===== src/rtl/tq_pkg.sv =====
package tq_pkg;
  // Strobes from control to datapath for one cycle.
  typedef struct packed {
    logic wrOne;      // write one packed 8-bit pixel word
    logic wrTwo;      // write RG and BA words of a float pixel
    logic pop;        // advance the head
    logic headValid;  // queue not empty
  } tqStrobe_t;
endpackage


===== src/rtl/tq_ctrl.sv =====
module tq_ctrl #(
  parameter int SLOTS = 8
) (
  input  logic             clk,
  input  logic             rst,
  input  logic             inValid,
  input  logic             inIsHalf,
  input  logic             rdEn,
  output logic             inReady,
  output logic             rdValid,
  output tq_pkg::tqStrobe_t strobe
);
  localparam int CNT_W = $clog2(SLOTS + 1);

  logic [CNT_W-1:0] count;
  logic [CNT_W-1:0] freeSlots;
  logic [CNT_W-1:0] need;
  logic             accept;
  logic             pop;

  always_comb begin
    freeSlots = CNT_W'(SLOTS) - count;
    need      = inIsHalf ? CNT_W'(2) : CNT_W'(1);
    inReady   = (freeSlots >= need);
    accept    = inValid && inReady;
    pop       = rdEn && (count != '0);
    rdValid   = (count != '0);
    strobe.wrOne     = accept && !inIsHalf;
    strobe.wrTwo     = accept && inIsHalf;
    strobe.pop       = pop;
    strobe.headValid = rdValid;
  end

  always_ff @(posedge clk) begin
    if (rst) count <= '0;
    else     count <= count + (accept ? need : '0) - (pop ? CNT_W'(1) : '0);
  end

  assert_reset_empty_R1: assert property (@(posedge clk) rst |=> (count == '0));

  assert_no_overflow_R8: assert property (@(posedge clk) disable iff (rst)
    (count <= CNT_W'(SLOTS)));

  assert_half_blocked_R4: assert property (@(posedge clk) disable iff (rst)
    (inIsHalf && (count > CNT_W'(SLOTS - 2))) |-> !inReady);

  assert_empty_read_R7: assert property (@(posedge clk) disable iff (rst)
    (rdEn && (count == '0) && !(inValid && inReady)) |=> (count == '0));

  assert_single_pop_R6: assert property (@(posedge clk) disable iff (rst)
    (rdEn && (count != '0) && !(inValid && inReady)) |=> (count == $past(count) - CNT_W'(1)));
endmodule


===== src/rtl/tq_datapath.sv =====
module tq_datapath #(
  parameter int SLOTS = 8,
  parameter int CH_W  = 16
) (
  input  logic                clk,
  input  logic                rst,
  input  tq_pkg::tqStrobe_t   strobe,
  input  logic [CH_W-1:0]     inRed,
  input  logic [CH_W-1:0]     inGreen,
  input  logic [CH_W-1:0]     inBlue,
  input  logic [CH_W-1:0]     inAlpha,
  output logic [2*CH_W-1:0]   rdData
);
  localparam int WORD_W   = 2 * CH_W;
  localparam int NARROW_W = CH_W / 2;
  localparam int PTR_W    = (SLOTS > 1) ? $clog2(SLOTS) : 1;

  logic [WORD_W-1:0] slotMem [SLOTS];
  logic [PTR_W-1:0]  wrPtr, wrPtrNext1, rdPtr;
  logic [WORD_W-1:0] loWord, hiWord;

  function automatic logic [PTR_W-1:0] nextIdx(input logic [PTR_W-1:0] p);
    return (p == PTR_W'(SLOTS - 1)) ? '0 : p + PTR_W'(1);
  endfunction

  always_comb begin
    wrPtrNext1 = nextIdx(wrPtr);
    if (strobe.wrTwo) loWord = {inGreen, inRed};
    else loWord = {inAlpha[NARROW_W-1:0], inBlue[NARROW_W-1:0],
                   inGreen[NARROW_W-1:0], inRed[NARROW_W-1:0]};
    hiWord = {inAlpha, inBlue};
    rdData = strobe.headValid ? slotMem[rdPtr] : '0;
  end

  for (genvar i = 0; i < SLOTS; i++) begin : gSlot
    always_ff @(posedge clk) begin
      if ((strobe.wrOne || strobe.wrTwo) && wrPtr == PTR_W'(i))
        slotMem[i] <= loWord;
      else if (strobe.wrTwo && wrPtrNext1 == PTR_W'(i))
        slotMem[i] <= hiWord;
    end
  end

  always_ff @(posedge clk) begin
    if (rst) begin
      wrPtr <= '0;
      rdPtr <= '0;
    end else begin
      if (strobe.wrOne)      wrPtr <= wrPtrNext1;
      else if (strobe.wrTwo) wrPtr <= nextIdx(wrPtrNext1);
      if (strobe.pop)        rdPtr <= nextIdx(rdPtr);
    end
  end

  assert_empty_aligned_R5: assert property (@(posedge clk) disable iff (rst)
    !strobe.headValid |-> (rdPtr == wrPtr));

  assert_pop_one_R6: assert property (@(posedge clk) disable iff (rst)
    strobe.pop |=> (rdPtr == nextIdx($past(rdPtr))));
endmodule


===== src/rtl/texel_result_queue.sv =====
module texel_result_queue #(
  parameter int SLOTS = 8,
  parameter int CH_W  = 16
) (
  input  logic              clk,
  input  logic              rst,
  input  logic              inValid,
  output logic              inReady,
  input  logic              inIsHalf,
  input  logic [CH_W-1:0]   inRed,
  input  logic [CH_W-1:0]   inGreen,
  input  logic [CH_W-1:0]   inBlue,
  input  logic [CH_W-1:0]   inAlpha,
  input  logic              rdEn,
  output logic              rdValid,
  output logic [2*CH_W-1:0] rdData
);
  tq_pkg::tqStrobe_t strobe;

  tq_ctrl #(.SLOTS(SLOTS)) uCtrl (
    .clk(clk), .rst(rst), .inValid(inValid), .inIsHalf(inIsHalf),
    .rdEn(rdEn), .inReady(inReady), .rdValid(rdValid), .strobe(strobe)
  );

  tq_datapath #(.SLOTS(SLOTS), .CH_W(CH_W)) uData (
    .clk(clk), .rst(rst), .strobe(strobe), .inRed(inRed), .inGreen(inGreen),
    .inBlue(inBlue), .inAlpha(inAlpha), .rdData(rdData)
  );
endmodule


===== config.mk =====
export PLATFORM = sky130hd
export DESIGN_NAME = texel_result_queue
export DESIGN_NICKNAME = d
export VERILOG_FILES = /design/src/rtl/tq_pkg.sv /design/src/rtl/tq_ctrl.sv /design/src/rtl/tq_datapath.sv /design/src/rtl/texel_result_queue.sv
export SDC_FILE = /design/constraint.sdc
export NUM_CORES = 1
export LEC_CHECK = 0
export BUFFER_PORTS_ARGS = -buffer_cell sky130_fd_sc_hd__buf_2
export CAP_MARGIN = 20
export CELL_PAD_IN_SITES_DETAIL_PLACEMENT = 2
export CELL_PAD_IN_SITES_GLOBAL_PLACEMENT = 2
export CORE_MARGIN = 3
export CORE_UTILIZATION = 28
export DETAILED_ROUTE_END_ITERATION = 10
export GPL_TIMING_DRIVEN = 0
export PLACE_DENSITY = 0.66
export SLEW_MARGIN = 25
export SYNTH_ARGS = -nofsm -noshare
export SYNTH_HDL_FRONTEND = slang
export SYNTH_HIERARCHICAL = 1
export SYNTH_SLANG_ARGS = --single-unit

===== constraint.sdc =====
create_clock -name clk -period 7.8 [get_ports clk]
set_input_delay 1.56 -clock clk [delete_from_list [all_inputs] [get_ports clk]]
set_output_delay 1.56 -clock clk [all_outputs]
set_load 0.005 [all_outputs]

==> summary.txt <==
Status
  – Outcome: finished clean

Final layout
  – Number of antenna diodes: 0
  – Share of layout cells above drive strength 1: 42.7%
  – Layout overhead on the synthesized area: 18.9%
  – Layout Cells excl Fill: 1772
  – Net count reported at finish: ~1.2k

Placement
  – Placed cells: 1719
  – Global placer's final weighted congestion: between 0.7 and 0.8
  – HPWL after detailed placement: 31600 µm
  – Worst-case setup slack after placement: 2560 ps
  – Port Buffer Count: 94

GRT
  – Via count of the first global-routing pass: 9910
  – First-pass GRT wire length: between 60000 and 70000 µm
  – Combined global-route utilization of all metal layers: between 15 and 20%
  – Pin count of the biggest net entering global routing: 33
  – Initial antenna violation count: 2
  – Overflow left after global routing: 0

Timing
  – Min Clock Period, post-route: between 4000 and 5000 ps
  – Max Slew Vio Count: 0
  – Setup repair after global routing missed its margin: no
  – Setup violations, final: 0
  – Tightest slew margin relative to the limit: 26.4%
  – Slew of the pin with the lowest slew margin: 1100 ps
  – Upper clock frequency limit: 210 MHz
  – Setup slack after layout: 3040 ps
  – Final setup skew: 23.0 ps
  – Final clock period utilization by the worst path: 61.0%
  – Number of hold violations in the final report: 0

Power and ir drop
  – Post-route total power: between 0.005 and 0.006 W
  – Maximum vdd drop: 0.000173 V
  – Power Dens Cells: 299 mW/mm²
  – Leak: roughly 6.1 nW

Synth
  – Count of warnings emitted by yosys: 6
  – Share of synthesized cell area in full adder, half adder and majority cells: 1.63%
  – Register bit count reported by yosys: ~270
  – Area share of xor/xnor cells in the synthesized design: 0.184%
  – Main flop type after synthesis: sky130_fd_sc_hd__edfxtp_1
  – Number of enable flip-flop cells after synthesis: roughly 260
  – Mux cell area share after synthesis: 31.3%
  – Cell types with the highest counts after synthesis: sky130_fd_sc_hd__edfxtp_1, sky130_fd_sc_hd__mux2_2, sky130_fd_sc_hd__nor2_1
  – Area fraction in and, or, nand and nor cells after synthesis: 4.07%
  – Leading cell type by number of instances after synthesis: sky130_fd_sc_hd__edfxtp_1
  – FFs w/ async S/R, synth: 0%
  – Compound-cell area share of the yosys netlist: 4.12%
  – Portion of synthesized cell area occupied by the leading cell type: 53.7%
  – Cell type contributing the most total cell area after synthesis: sky130_fd_sc_hd__edfxtp_1
  – Ranking of synthesized cells by area: sky130_fd_sc_hd__edfxtp_1, sky130_fd_sc_hd__mux2_2, sky130_fd_sc_hd__mux4_2
  – Syn Area/Cell: 15.3 µm²
  – Combinational family with the most area after synthesis: multiplexers
  – Post-synth cell types: 41
  – Cell Area, Synth: 0.0143 mm²
  – Syn Inst Count: roughly 940
  – Number of nets produced by synthesis: 1024
  – Portion of the post-synthesis area used by sequential elements: 55.5%

Worst setup path
  – Reg2Reg Launch Point: uCtrl/count[0]
  – R2r endpoint: uData/slotMem[2][5]
  – Path depth of the worst reg2reg path: 13
  – Arrival time of the worst setup path: between 3000 and 4000 ps
  – Worst Path Class, Setup: flop to output pin
  – Type of destination of the critical path: output pin
  – Kind of start point of the critical path: flop
  – Flop2flop setup slack: approximately 3800 ps
  – Required time of the critical path: 6240 ps
  – Critical-path maximum fanout: 10

Die
  – Starting Density: 28.5%
  – Floorplan die height: 232 µm
  – Core region area: 0.0503 mm²
  – Width of the chip: 232 µm
  – I/O pins: 103
  – Row cnt: 82
  – Die Footprint: 0.0539 mm²

Worst hold path
  – Worst hold endpoint: uData/rdPtr[1]
  – Worst hold path cell count: 2
  – Class of the tightest hold or removal check: flop to flop
  – Hold wc startpoint: uData/rdPtr[1]

Run
  – Max Cap Viol: 0

Route
  – DRC violation total after the first TritonRoute iteration: roughly 610
  – Post-DR vias/cell: 5.03
  – Detailed Route WL: 47100 µm
  – Initial DRT Pass Iterations: 5
  – Count of vias placed by the detailed router: 8910
  – Number of nets still failing antenna checks after routing: 0
  – Number of DRC violations after detailed routing: 0
  – Wire length per cell after detailed routing: 26.6 µm

Clock network
  – CTS tree: yes
  – Post-CTS setup repair buffer count: 0
  – Sinks on Clock Net: 269
  – Worst-path clk slew: 60 ps
  – Level count of the clock H-tree: 1
  – CTS Root Cell: sky130_fd_sc_hd__clkbuf_16
  – Gates resized, CTS repair: 0
  – Maximum root-to-sink buffer count: 3
  – Hold bufs inserted after CTS: 0
  – Inserted Clock Buffers: 30
  – Clock network latency to the later pin of the worst-skew pair: between 500 and 600 ps
==> cell families after synthesis <==
logic type	Yosys count
compound gates	102
xor+xnor	3
fa+ha+maj	18
buf+inv	90
flops	269
mux	315
simple gates	140
==> power breakdown <==
group,total (W),internal [W],switching [W]
Clock,0.00143,0.000835,0.000594
Combinational,0.00172,0.000752,0.000971
Sequential,0.00193,0.00188,0.0000585
Total,0.00509,0.00346,0.00162
==> critical path, stage by stage (launching register included) <==
cell and delay, ps:
sky130_fd_sc_hd__dfxtp_1 310, sky130_fd_sc_hd__clkbuf_1 500, sky130_fd_sc_hd__clkbuf_1 870, sky130_fd_sc_hd__mux4_2 440, sky130_fd_sc_hd__mux2i_1 280, sky130_fd_sc_hd__nor2_1 70, sky130_fd_sc_hd__buf_2 160
==> per-layer routing <==
| metal | vias to the layer above | global-route usage (%) | share of wire [%] |
|---|---|---|---|
| met2 | 190 | 30.6 | 50 |
| met4 | 4 | 4.49 | 2.0 |
| met5 | - | 0 | 0.051 |
| li1 | 3904 | - | - |
| met1 | 4754 | 22.7 | 44 |
| met3 | 58 | 2.21 | 4.0 |
==> state kept, by name, indices dropped and copies added, names as in the netlist, named ones only <==
name           cells
uData/slotMem    256
uData/rdPtr        3
uData/wrPtr        3
uCtrl/count        4
==> metrics by stage <==
step                      hold WS (ps)  utilization, %  TNS [ps]  cell area, µm²
final                              561            33.8         0           17000
after detailed placement           557            31.9         0           16000
after global routing               595            33.8         0           17000
after global placement             532            31.1    -90880           15600
after CTS                          567            33.8         0           17000
after floorplan                    492               -         0           14300
==> worst max-delay path by stage <==
stage | from | end | slack [ps] | cells past startpoint
after detailed placement | inIsHalf | uData/slotMem[2][13] | 2560 | 14
after CTS | flop | rdData[24] | 2980 | 6
final | flop | rdData[24] | 3040 | 6
after global routing | flop | rdData[30] | 2990 | 6
after global placement | inIsHalf | uData/slotMem[7][13] | -1320 | 10
after floorplan | inIsHalf | uData/slotMem[7][0] | 2250 | 9
==> cell type report <==
cell class                 count  area, µm²
multi-input combinational    578       6010
clock buffer                  37        777
clock inverter                16        189
buffer                        72        380
sequential                   269       7950
timing repair buffer         110        798
inverter                      18       67.6
fill                        5093      33300
tap                          672        841
==> cells in the final DEF, fill, tap and decap left out, types with 14 or more instances in the layout <==
cell | synthesis | final
sky130_fd_sc_hd__mux2i_1 | 42 | 42
sky130_fd_sc_hd__clkbuf_16 | 0 | 30
sky130_fd_sc_hd__a21oi_1 | 71 | 71
sky130_fd_sc_hd__edfxtp_1 | 256 | 256
sky130_fd_sc_hd__clkbuf_1 | 28 | 35
sky130_fd_sc_hd__mux4_2 | 64 | 64
sky130_fd_sc_hd__mux2_2 | 137 | 137
sky130_fd_sc_hd__nand2_1 | 14 | 14
sky130_fd_sc_hd__nor2_1 | 104 | 104
sky130_fd_sc_hd__mux2_4 | 72 | 72
sky130_fd_sc_hd__ha_1 | 17 | 17
sky130_fd_sc_hd__buf_2 | 24 | 119
sky130_fd_sc_hd__inv_1 | 18 | 18
Note: power is estimated with default switching activity, not from simulation.
